<file path="config.mk">
export PLATFORM = sky130hd
export DESIGN_NAME = sqe_link_ctrl
export DESIGN_NICKNAME = d
export VERILOG_FILES = /design/src/rtl/sqe_link_pkg.sv /design/src/rtl/sqe_pulse_gen.sv /design/src/rtl/link_silence_timer.sv /design/src/rtl/link_integrity_fsm.sv /design/src/rtl/sqe_link_ctrl.sv
export SDC_FILE = /design/constraint.sdc
export NUM_CORES = 1
export LEC_CHECK = 0
export CAP_MARGIN = 20
export CORE_MARGIN = 5
export CORE_UTILIZATION = 58
export CTS_BUF_LIST = sky130_fd_sc_hd__clkbuf_16
export CTS_CLUSTER_DIAMETER = 150
export DETAILED_ROUTE_END_ITERATION = 7
export GPL_ROUTABILITY_DRIVEN = 0
export MAX_ROUTING_LAYER = met4
export PLACE_DENSITY = 0.84
export SLEW_MARGIN = 20
export SYNTH_ARGS = -nofsm -noshare
export SYNTH_HDL_FRONTEND = slang
export SYNTH_HIERARCHICAL = 1
export SYNTH_SLANG_ARGS = --single-unit
</file>
<file path="constraint.sdc">
create_clock -name clk -period 2.7 [get_ports clk]
set_input_delay 0.675 -clock clk [delete_from_list [all_inputs] [get_ports clk]]
set_output_delay 0.675 -clock clk [all_outputs]
set_load 0.01 [all_outputs]
</file>
<file path="src/rtl/sqe_link_pkg.sv">
package sqe_link_pkg;
  typedef enum logic [1:0] {
    SQ_IDLE  = 2'd0,
    SQ_WAIT  = 2'd1,
    SQ_PULSE = 2'd2
  } sqe_st_t;

  typedef enum logic [1:0] {
    LS_FAIL      = 2'd0,
    LS_WAIT_IDLE = 2'd1,
    LS_PASSED    = 2'd2
  } link_st_t;
endpackage

</file>
<file path="src/rtl/sqe_pulse_gen.sv">
module sqe_pulse_gen
  import sqe_link_pkg::*;
#(
  parameter int unsigned SQE_DLY = 100,
  parameter int unsigned SQE_LEN = 125
) (
  input  logic clk,
  input  logic rst_n,
  input  logic tx_en,
  input  logic block,
  output logic col_o
);
  localparam int unsigned MAXC = (SQE_DLY > SQE_LEN) ? SQE_DLY : SQE_LEN;
  localparam int unsigned CW   = $clog2(MAXC + 1);
  localparam logic [CW-1:0] DLY_LAST = CW'(SQE_DLY - 1);
  localparam logic [CW-1:0] LEN_LAST = CW'(SQE_LEN - 1);
  localparam logic [CW-1:0] ONE      = CW'(1);

  sqe_st_t       st_q, st_d;
  logic [CW-1:0] cnt_q, cnt_d;
  logic          tx_q;

  always_comb begin
    st_d  = st_q;
    cnt_d = cnt_q;
    if (block) begin
      st_d  = SQ_IDLE;
      cnt_d = '0;
    end else begin
      case (st_q)
        SQ_IDLE: begin
          if (tx_q && !tx_en) begin
            st_d  = SQ_WAIT;
            cnt_d = '0;
          end
        end
        SQ_WAIT: begin
          if (tx_en) begin
            st_d  = SQ_IDLE;
            cnt_d = '0;
          end else if (cnt_q == DLY_LAST) begin
            st_d  = SQ_PULSE;
            cnt_d = '0;
          end else begin
            cnt_d = cnt_q + ONE;
          end
        end
        SQ_PULSE: begin
          if (cnt_q == LEN_LAST) begin
            st_d  = SQ_IDLE;
            cnt_d = '0;
          end else begin
            cnt_d = cnt_q + ONE;
          end
        end
        default: begin
          st_d  = SQ_IDLE;
          cnt_d = '0;
        end
      endcase
    end
  end

  always_ff @(posedge clk) begin
    if (!rst_n) begin
      st_q  <= SQ_IDLE;
      cnt_q <= '0;
      tx_q  <= 1'b0;
    end else begin
      st_q  <= st_d;
      cnt_q <= cnt_d;
      tx_q  <= tx_en;
    end
  end

  assign col_o = (st_q == SQ_PULSE);


  no_sqe_when_blocked_chk: assert property (@(posedge clk) disable iff (!rst_n)
    $past(block) |-> !col_o);


  cancel_pending_chk: assert property (@(posedge clk) disable iff (!rst_n)
    (st_q == SQ_WAIT && tx_en) |=> !col_o);


  pulse_after_idle_tx_chk: assert property (@(posedge clk) disable iff (!rst_n)
    $rose(col_o) |-> !$past(tx_en));
endmodule

</file>
<file path="src/rtl/link_silence_timer.sv">
module link_silence_timer #(
  parameter int unsigned LINK_TMO = 500000
) (
  input  logic clk,
  input  logic rst_n,
  input  logic activity,
  output logic expired
);
  localparam int unsigned TW = $clog2(LINK_TMO + 1);
  localparam logic [TW-1:0] LIMIT = TW'(LINK_TMO);
  localparam logic [TW-1:0] ONE   = TW'(1);

  logic [TW-1:0] sil_q;

  always_ff @(posedge clk) begin
    if (!rst_n) begin
      sil_q <= '0;
    end else if (activity) begin
      sil_q <= '0;
    end else if (sil_q != LIMIT) begin
      sil_q <= sil_q + ONE;
    end
  end

  assign expired = (sil_q == LIMIT) && !activity;


  timer_saturates_chk: assert property (@(posedge clk) disable iff (!rst_n)
    (expired && !activity) |=> (sil_q == LIMIT) || $past(activity));
endmodule

</file>
<file path="src/rtl/link_integrity_fsm.sv">
module link_integrity_fsm
  import sqe_link_pkg::*;
(
  input  logic clk,
  input  logic rst_n,
  input  logic rx_dv,
  input  logic rx_idle,
  input  logic expired,
  input  logic hold_pass,
  input  logic data_only,
  output logic link_up
);
  link_st_t st_q, st_d;

  always_comb begin
    st_d = st_q;
    if (hold_pass) begin
      st_d = LS_PASSED;
    end else if (expired) begin
      st_d = LS_FAIL;
    end else begin
      case (st_q)
        LS_FAIL: begin
          if (rx_dv) st_d = data_only ? LS_PASSED : LS_WAIT_IDLE;
        end
        LS_WAIT_IDLE: begin
          if (data_only || (rx_idle && !rx_dv)) st_d = LS_PASSED;
        end
        LS_PASSED: st_d = LS_PASSED;
        default:   st_d = LS_FAIL;
      endcase
    end
  end

  always_ff @(posedge clk) begin
    if (!rst_n) st_q <= LS_FAIL;
    else        st_q <= st_d;
  end

  assign link_up = (st_q == LS_PASSED);


  hold_pass_chk: assert property (@(posedge clk) disable iff (!rst_n)
    hold_pass |=> link_up);


  needs_idle_chk: assert property (@(posedge clk) disable iff (!rst_n)
    (st_q == LS_FAIL && rx_dv && !data_only && !hold_pass) |=> (st_q == LS_WAIT_IDLE));


  no_up_without_data_chk: assert property (@(posedge clk) disable iff (!rst_n)
    (st_q == LS_FAIL && !rx_dv && !hold_pass) |=> !link_up);


  timeout_drop_chk: assert property (@(posedge clk) disable iff (!rst_n)
    (expired && !hold_pass) |=> !link_up);
endmodule

</file>
<file path="src/rtl/sqe_link_ctrl.sv">
module sqe_link_ctrl #(
  parameter int unsigned SQE_DLY  = 100,
  parameter int unsigned SQE_LEN  = 125,
  parameter int unsigned LINK_TMO = 500000
) (
  input  logic clk,
  input  logic rst_n,
  input  logic tx_en,
  input  logic full_duplex,
  input  logic repeater_mode,
  input  logic rx_data_valid,
  input  logic rx_idle,
  input  logic rx_link_pulse,
  input  logic sqe_inhibit,
  input  logic link_loss_inhibit,
  input  logic squelch_inhibit,
  output logic col_out,
  output logic link_up
);
  logic sqe_block;
  logic rx_activity;
  logic sil_expired;

  assign sqe_block   = sqe_inhibit | full_duplex | repeater_mode;
  assign rx_activity = rx_link_pulse | rx_data_valid;

  sqe_pulse_gen #(
    .SQE_DLY(SQE_DLY),
    .SQE_LEN(SQE_LEN)
  ) u_sqe (
    .clk   (clk),
    .rst_n (rst_n),
    .tx_en (tx_en),
    .block (sqe_block),
    .col_o (col_out)
  );

  link_silence_timer #(
    .LINK_TMO(LINK_TMO)
  ) u_tmr (
    .clk      (clk),
    .rst_n    (rst_n),
    .activity (rx_activity),
    .expired  (sil_expired)
  );

  link_integrity_fsm u_fsm (
    .clk       (clk),
    .rst_n     (rst_n),
    .rx_dv     (rx_data_valid),
    .rx_idle   (rx_idle),
    .expired   (sil_expired),
    .hold_pass (link_loss_inhibit),
    .data_only (squelch_inhibit),
    .link_up   (link_up)
  );


  reset_quiet_chk: assert property (@(posedge clk)
    !$past(rst_n) |-> (!col_out && !link_up));
endmodule

</file>
======== Word-level counts from Yosys, hierarchy flattened ========
Index checks and enable logic that the tools add are counted.
word-level totals
  bits in registers ....................... 31
operators by class
  add/subtract/negate cells ............... 2
  eq/ne operators ......................... 15
  mux-type cells .......................... 16
  bitwise operators ....................... 4
  reduce and logical (&&, ||, !) cells .... 15
operators with widths
  cell                     count
  $mux W7                  4
  $pmux W7 S3              1
  $add A19 B1 Y19 const B  1
  $eq A19 B19 Y1 const B   1
  $ne A19 B19 Y1 const B   1
  $mux W2                  9
  $eq A7 B7 Y1 const B     2
  $pmux W2 S3              2
  $add A7 B1 Y7 const B    1
  $ne A2 B1 Y1 const B     3
  $eq A2 B1 Y1 const B     2
  $eq A2 B2 Y1 const B     2
  $logic_not A2 Y1         2
  $ne A4 B3 Y1 const B     1
  $ne A4 B4 Y1 const B     1
  $reduce_and A2 Y1        2
  $reduce_or A2 Y1         2
  $logic_and A1 B1 Y1      3
  $logic_not A1 Y1         3
  $ne A3 B2 Y1 const B     1
  $or A1 B1 Y1             3
  $reduce_and A3 Y1        1
  $reduce_or A3 Y1         1
  $ne A2 B2 Y1 const B     1
  2 further kinds          2

======== Logic depth before layout (Yosys ltp) ========
Gate-level depths: netlist of run 1.
  word-level depth ........................ 7
  gate-level depth with buffers ........... 9

======== By module ========
Netlist of run 1, hierarchy kept.
modules (own cells, without submodules)
  module              instances  cells each  area each (um^2)  seq. area each (um^2)
  link_silence_timer  1          112         962.2             380.4
  sqe_pulse_gen       1          74          620.6             200.2
  link_integrity_fsm  1          23          211.5             40.0
  sqe_link_ctrl       1          2           12.5              0.0

======== Worst setup path after synthesis of run 1 ========
Ideal clock, no wire load.
  kind .................................... reg-to-reg
  start ................................... register u_tmr.sil_q[1]
  end ..................................... register u_fsm.st_q[1]
  arrival ................................. 2050 ps
  required time ........................... 2578 ps
  path slack .............................. 528 ps
  stages on the path, launching flop included .. 10
  path buffers ............................ 1
  clock period less this slack ............ 2172 ps
  path through ............................ dfxtp_1 -> inv_1 -> ha_1 -> or2b_2 -> or4_1 -> buf_2 -> nor3_1 -> and2b_4 -> o21ai_0 -> o21bai_1
between the ends
  word-level cells in the longest chain between the ends .. 4
  elaborated cells on any way between the ends .. 7
  those cells by class .................... eq/ne: 3; mux: 2; reduce/logical: 2
ends and longest elaborated chain
  what                                                           line                      text
  start: declaration                                             link_silence_timer.sv:13  logic [TW-1:0] sil_q;
  start signal: assignment                                       link_silence_timer.sv:21  sil_q <= sil_q + ONE;
  $eq A19 B19 Y1 *                                               link_silence_timer.sv:25  assign expired = (sil_q == LIMIT) && !activity;
  $logic_and A1 B1 Y1 *                                          link_silence_timer.sv:25
  named net sil_expired                                          sqe_link_ctrl.sv:22       logic sil_expired;
  $ne A4 B3 Y1 (no source line) (tied with other cells)          n/a
  $reduce_and A2 Y1 (no source line) or $mux W2 (tied branches)  n/a
  end signal: assignment                                         link_integrity_fsm.sv:37  else st_q <= st_d;
  end: declaration                                               link_integrity_fsm.sv:13  link_st_t st_q, st_d;
Mark *: on every way through the listed nets, which the timed path passes. The rest lies on a longest branch.
A chain may end at the register's enable or synchronous reset.

======== Worst setup path after layout of run 1 ========
  start ................................... register u_tmr.sil_q[0]
  end ..................................... register u_fsm.st_q[1]
Same word-level chain as after synthesis.

==> flow_metrics.env, run 1 <==
export IMPL_final_cell_mix="dfxtp_1 (31), nor2_1 (19), inv_1 (18)"
export IMPL_min_period_over_period_pct=86.5
export IMPL_worstReg2RegStart="u_tmr/sil_q[0]"
export IMPL_status="complete, no violations"
export IMPL_io_buffer_count=12
export IMPL_fmax_ghz=0.428
export IMPL_cts_hold_buf=0
export IMPL_final_common_cell="dfxtp_1"
export IMPL_worstSetupStartpointType="flop"
export IMPL_dr_total_vias=1520
export IMPL_cap_violations=0
export IMPL_powerDensity_nw_per_um2=514
export IMPL_clock_latency_ns=0.27
export IMPL_h_tree_depth=2
export IMPL_crit_slowest_cell="or4_1"
export IMPL_grt_pass1_wl_um=6400
export IMPL_grt_max_degree=19
export IMPL_worstMarginPinSlew_ns=0.425
export IMPL_drive_gt1_share_pct=11.4
export IMPL_arrival_ns=2.49
export IMPL_synth_seq_cells=31
export IMPL_die_x_um=65.8
export IMPL_worstSetupPathType="reg -> reg"
export IMPL_synthArstFlopShare_pct=0
export IMPL_cts_max_path_buffers=2
export IMPL_ioPinCount=13
export IMPL_syn_inst=211
export IMPL_grt_pass1_vias=1489
export IMPL_syn_cell_area_um2=1810
export IMPL_area_growth_syn_to_layout_pct=16.8
export IMPL_clock_sinks=31
export IMPL_hold_class="reg -> reg"
export IMPL_drtPass1Iterations=4
export IMPL_endpoint="u_fsm/st_q[1]"
export IMPL_ff2ff_setup_slack_ns=0.36
export IMPL_rows=20
export IMPL_cts_buffers=5
export IMPL_dp_final_hpwl_um=2440
export IMPL_drt_iter0_drc=71
export IMPL_die_h_um=65.8
export IMPL_crit_chain="inv_1 > ha_1 > or2b_2 > or4_1 > nor3_1 > and2b_4 > o21ai_0 > o21bai_1"
export IMPL_cp_data_required_time_ns=2.85
export IMPL_rsz0062_at_grt="false"
export IMPL_cts_setup_buffers=0
export IMPL_period_needed_ns=2.34
export IMPL_ys_warn_count=6
export IMPL_max_slew_margin_pct=71.6
export IMPL_antenna_cells=0
export IMPL_r2r_end="u_fsm/st_q[1]"
export IMPL_antenna_found_initial=0
export IMPL_maxSlewViolCount=0
export IMPL_cp_end_kind="flop"
export IMPL_synth_avg_cell_area_um2=8.56
export IMPL_start_util_pct=59.7
export IMPL_max_stage_delay_ns=0.63
export IMPL_cts_resized=0
export IMPL_synth_cell_type_count=53
export IMPL_fin_hold_ws_ns=0.495
export IMPL_drc=0
export IMPL_drt_antenna_violating_nets=0
export IMPL_grt_overflow_total=0
export IMPL_clockRootBuffer="clkbuf_16"
export IMPL_synth_edf_count=0
export IMPL_critPathMaxFanout=6
export IMPL_vias_per_cell=5.59
export IMPL_drt_total_wl_um=3500
export IMPL_rr_worst_depth=8
export IMPL_seq_area_frac_synth_pct=34.3
export IMPL_crit_start="u_tmr/sil_q[0]"
export IMPL_synth_fp_nets=234
export IMPL_cts_tree="built"
export IMPL_fin_nets=250
export IMPL_hold_viol=0
export IMPL_core_area_um2=3030
export IMPL_leakage_nw=0.688
export IMPL_tns_ns=0
export IMPL_track_usage_pct=19.3
export IMPL_fillCellCount=245
export IMPL_peakVddDrop_uv=368
export IMPL_avgRoutedWirePerCell_um=12.9
export IMPL_die_area_um2=4330
export IMPL_clk_pin_slew_ns=0.05
export IMPL_skew_ns=0.00360
export IMPL_setup_viol=0
export IMPL_ys_flop_type="dfxtp_1"
==> per-stage QoR <==
| stage | instance area, um2 | power [mW] | utilization, % | worst slack, ns | instances |
|---|---|---|---|---|---|
| finish | 2110 | 1.08 | 69.7 | 0.364 | 272 |
| global route | 2110 | 1.13 | 69.7 | 0.182 | 272 |
| CTS | 2110 | 1.10 | 69.7 | 0.374 | 272 |
| detailed placement | 1960 | 0.560 | 64.9 | 0.291 | 264 |
| global placement | 1960 | 0.558 | 64.9 | 0.325 | 264 |
| floorplan | 1810 | 0.529 | - | 0.528 | 211 |
==> flip-flops by register name, indices dropped and copies added, names as in the netlist <==
register,flops
u_sqe/tx_q,1
u_sqe/st_q,2
u_tmr/sil_q,19
u_fsm/st_q,2
u_sqe/cnt_q,7
==> synth_stat cells (all sizes together), types with 2 or more instances <==
master | instances | area [um2]
dfxtp | 31 | 621
nor2 | 19 | 71.3
inv | 18 | 67.6
nand2 | 17 | 63.8
nand3 | 16 | 80.1
ha | 12 | 150
a21oi | 9 | 45.0
xnor2 | 8 | 70.1
nand4 | 7 | 43.8
nor3 | 6 | 35.0
o21ai | 6 | 33.8
a32oi | 4 | 35.0
buf | 3 | 21.3
nand2b | 3 | 21.3
nand3b | 3 | 22.5
nor2b | 3 | 21.3
nor4 | 3 | 18.8
or2 | 3 | 18.8
or3 | 3 | 18.8
or4 | 3 | 26.3
xor2 | 3 | 26.3
a211oi | 2 | 27.5
a311oi | 2 | 17.5
a31oi | 2 | 12.5
and2b | 2 | 18.8
nor4b | 2 | 23.8
o211ai | 2 | 15.0
o31ai | 2 | 15.0
or2b | 2 | 17.5
==> where the power goes <==
group	internal, mW	switching [mW]
clock	0.339	0.196
sequential	0.464	0.00661
combinational	0.0450	0.0353
==> critical path, delay by kind of cell (launching register included) <==
kind / cells / cell delay (ns)
simple gates: 4 / 1.44
flops: 1 / 0.35
compound gates: 2 / 0.24
fa+ha+maj: 1 / 0.12
buf+inv: 1 / 0.07
==> kinds of logic (layout without fill, tap and decap cells) <==
family | count (synthesis) | count (layout) | share of synthesized area (%)
AND/OR/NAND/NOR | 99 | 99 | 31.2
AO/OA/AOI/OAI | 35 | 35 | 15.2
flip-flops | 31 | 31 | 34.3
buffers and inverters | 22 | 39 | 5.12
adder cells (fa/ha/maj) | 12 | 12 | 8.31
XOR/XNOR | 11 | 11 | 5.33
multiplexers | 1 | 1 | 0.554
==> worst min path at each step <==
stage | startpoint | endpoint | slack (ns) | cells past startpoint
2_1_floorplan | u_tmr/sil_q[18] | u_tmr/sil_q[18] | 0.45 | 2
3_5_place_dp | u_tmr/sil_q[18] | u_tmr/sil_q[18] | 0.48 | 2
5_1_grt | u_tmr/sil_q[17] | u_tmr/sil_q[17] | 0.52 | 2
3_3_place_gp | u_tmr/sil_q[18] | u_tmr/sil_q[18] | 0.47 | 2
6_report | u_tmr/sil_q[18] | u_tmr/sil_q[18] | 0.49 | 2
4_1_cts | u_tmr/sil_q[18] | u_tmr/sil_q[18] | 0.49 | 2
==> cell type report <==
type	instances	area (um2)	area share [%]
Multi-Input combinational cell	158	1090	51.8
Sequential cell	31	621	29.4
Timing Repair Buffer	13	128	6.05
Clock buffer	5	125	5.93
Inverter	18	67.6	3.20
Tap cell	44	55.1	2.61
Clock inverter	3	20.0	0.949
==> metal layers <==
layer	part of all wire (%)	vias to the layer above	global-route usage, %
li1	-	787	-
met1	48	703	25.1
met2	47	25	29.5
met3	3.5	5	4.25
met4	1.3	0	7.25
met5	0	-	-
Note: power is estimated with default switching activity, not from simulation.
==> inputs of run 2 (changes only) <==
--- a/config.mk
+++ b/config.mk
@@ -7,15 +7,14 @@
 export LEC_CHECK = 0
 export CAP_MARGIN = 20
 export CORE_MARGIN = 5
-export CORE_UTILIZATION = 58
+export CORE_UTILIZATION = 61
 export CTS_BUF_LIST = sky130_fd_sc_hd__clkbuf_16
 export CTS_CLUSTER_DIAMETER = 150
 export DETAILED_ROUTE_END_ITERATION = 7
 export GPL_ROUTABILITY_DRIVEN = 0
 export MAX_ROUTING_LAYER = met4
-export PLACE_DENSITY = 0.84
+export PLACE_DENSITY = 0.88
 export SLEW_MARGIN = 20
 export SYNTH_ARGS = -nofsm -noshare
 export SYNTH_HDL_FRONTEND = slang
-export SYNTH_HIERARCHICAL = 1
 export SYNTH_SLANG_ARGS = --single-unit
==> constraint.sdc (replaced) <==
create_clock -name clk -period 2.9 [get_ports clk]
set_input_delay 0.725 -clock clk [delete_from_list [all_inputs] [get_ports clk]]
set_output_delay 0.725 -clock clk [all_outputs]
set_load 0.01 [all_outputs]
==> run 2 against run 1 <==
Net effect:
- clock power decreased by 10%
- highest routed layer unchanged
- setup slack improved by 0.25 ns
- critical path depth decreased by 3
- wire length decreased by 0.23%
==> flow_metrics.env, run 2 <==
export IMPL_drive_gt1_share_pct=7.98
export IMPL_synth_most_common_cell="dfxtp_1"
export IMPL_synthArstFlopShare_pct=0
export IMPL_setup_viol=0
export IMPL_leakage_nw=0.691
export IMPL_synth_top_area_cell="dfxtp_1"
export IMPL_cts_hold_buf=0
export IMPL_cts_max_path_buffers=2
export IMPL_antenna_cells=0
export IMPL_worstReg2RegStart="u_tmr.sil_q[2]"
export IMPL_finalWorstSetupSlack_ns=0.614
export IMPL_dp_cells=237
export IMPL_cts_tree="built"
export IMPL_cts_setup_buffers=0
export IMPL_fin_nets=236
export IMPL_crit_buf_inv=1
export IMPL_layout_cells_non_filler=244
export IMPL_fillCellCount=184
export IMPL_seq_area_frac_synth_pct=36.7
export IMPL_cap_violations=0
export IMPL_arrival_ns=2.42
export IMPL_avgRoutedWirePerCell_um=14.3
export IMPL_period_needed_ns=2.29
export IMPL_grt_overflow_total=0
export IMPL_syn_cell_area_um2=1690
export IMPL_ioPinCount=13
export IMPL_ys_warn_count=0
export IMPL_fmax_ghz=0.437
export IMPL_die_x_um=62.7
export IMPL_place_ws_ns=0.366
export IMPL_die_h_um=62.7
export IMPL_track_usage_pct=20.0
export IMPL_cpLargestDelayFamily="compound AO/OA/AOI/OAI gates"
export IMPL_rsz0062_at_grt="false"
export IMPL_grt_pass1_wl_um=6250
export IMPL_cts_resized=0
export IMPL_reg_largest_list="u_tmr.sil_q (19), u_sqe.cnt_q (7)"
export IMPL_syn_inst=194
export IMPL_drt_antenna_violating_nets=0
export IMPL_fin_area_um2=2000
export IMPL_critPathMaxFanout=7
export IMPL_synth_fp_nets=217
export IMPL_multiInputGateArea_um2=1000
export IMPL_vias_per_cell=6.00
export IMPL_largest_register_ffs=19
export IMPL_worstSetupStartpointType="input port"
export IMPL_core_area_um2=2710
export IMPL_holdCritStartpoint="u_sqe.st_q[0]"
export IMPL_synth_seq_cells=31
export IMPL_hold_viol=0
export IMPL_clock_latency_ns=0.27
export IMPL_post_dp_cell_area_um2=1860
export IMPL_h_tree_depth=2
export IMPL_worstSetupPathType="in -> reg"
export IMPL_ys_flop_type="dfxtp_1"
export IMPL_peakVddDrop_uv=462
export IMPL_antenna_found_initial=0
export IMPL_drtPass1Iterations=4
export IMPL_worstMarginPinSlew_ns=0.821
export IMPL_clock_sinks=31
export IMPL_area_growth_syn_to_layout_pct=17.9
export IMPL_powerDensity_nw_per_um2=485
export IMPL_status="complete, no violations"
export IMPL_post_synth_top_area_fraction_pct=36.7
export IMPL_synth_common_cells="dfxtp_1 (31), nor2_1 (22), inv_1 (15)"
export IMPL_dr_total_vias=1464
export IMPL_synth_avg_cell_area_um2=8.73
export IMPL_cts_buffers=5
export IMPL_grt_pass1_vias=1421
export IMPL_cp_data_required_time_ns=3.03
export IMPL_tns_ns=0
export IMPL_die_area_um2=3930
export IMPL_io_buffer_count=12
export IMPL_synth_cell_type_count=43
export IMPL_synth_area_top_cells="dfxtp_1 (37%), ha_1 (8.9%), nor2_1 (4.9%)"
export IMPL_final_cell_mix="dfxtp_1 (31), nor2_1 (22), inv_1 (15)"
export IMPL_synth_edf_count=0
export IMPL_drt_total_wl_um=3490
export IMPL_max_slew_margin_pct=44.8
export IMPL_hold_class="reg -> reg"
export IMPL_cp_end_kind="flop"
export IMPL_maxSlewViolCount=0
export IMPL_crit_slowest_cell="o221ai_1"
export IMPL_grt_max_degree=12
export IMPL_crit_chain="clkdlybuf4s50_1 > nand2b_1 > a221o_1 > o221ai_1 > nor2_1"
export IMPL_regMostFlops="u_tmr.sil_q"
export IMPL_skew_ns=0.00405
export IMPL_drc=0
export IMPL_rows=19
export IMPL_min_period_over_period_pct=78.8
export IMPL_crit_start="tx_en"
export IMPL_clockRootBuffer="clkbuf_16"
export IMPL_dp_final_hpwl_um=2490
export IMPL_drt_iter0_drc=112
export IMPL_start_util_pct=62.5
export IMPL_final_common_cell="dfxtp_1"
export IMPL_max_stage_delay_ns=0.48
export IMPL_clk_pin_slew_ns=0.05
export IMPL_regArea_um2=621
==> run 2: per-stage QoR <==
step	hold WS (ns)	power [mW]	util (%)
floorplan	0.447	0.469	-
global placement	0.465	0.493	68.7
detailed placement	0.476	0.496	68.7
CTS	0.481	0.976	73.6
global route	0.510	1.01	73.6
finish	0.485	0.967	73.6
==> run 2: worst paths after layout <==
path,endpoint,slack (ns),cells after the start
worst max-delay path,u_sqe.cnt_q[4],0.61,5
worst min register to register,u_sqe.st_q[0],0.49,2
worst min-delay path,u_sqe.st_q[0],0.49,2
worst max register to register,u_tmr.sil_q[17],0.96,4
==> run 2: power breakdown <==
part	internal, mW	switching [mW]	total (mW)
logic	0.0302	0.0243	0.0545
clock network	0.307	0.172	0.479
registers	0.430	0.00334	0.434
total	0.768	0.199	0.967
==> run 2: worst min-delay path: stages (launching register included) <==
cell,delay [ns]
dfxtp_1,0.32
nand2_1,0.06
mux2i_1,0.05
==> run 2: cells by family (layout without fill, tap and decap cells) <==
family / after synthesis / in the layout / synth area share, %
AOI/OAI and AO/OA: 31 / 31 / 12.0
xor gates and xnor gates: 15 / 15 / 7.76
adders and majority gates: 12 / 12 / 8.87
buffers and inverters: 18 / 37 / 4.06
DFF: 31 / 31 / 36.7
muxes: 4 / 4 / 2.44
and+or+nand+nor: 83 / 83 / 28.2
==> run 2: metal layers <==
metal	vias to the layer above	wire length (um)	GRT usage, %	share of wire [%]
li1	721	-	-	-
met1	687	1490	21.3	43
met2	52	1730	33.4	50
met3	4	237	6.65	6.8
met4	0	32	9.28	0.92
met5	-	0	-	0
==> run 2: layout make-up <==
cell class | instances | share of cell area, %
Clock buffer | 5 | 6.27
Clock inverter | 2 | 0.439
Inverter | 15 | 2.82
Multi-Input combinational cell | 145 | 50.3
Sequential cell | 31 | 31.1
Tap cell | 31 | 1.94
Timing Repair Buffer | 15 | 7.15
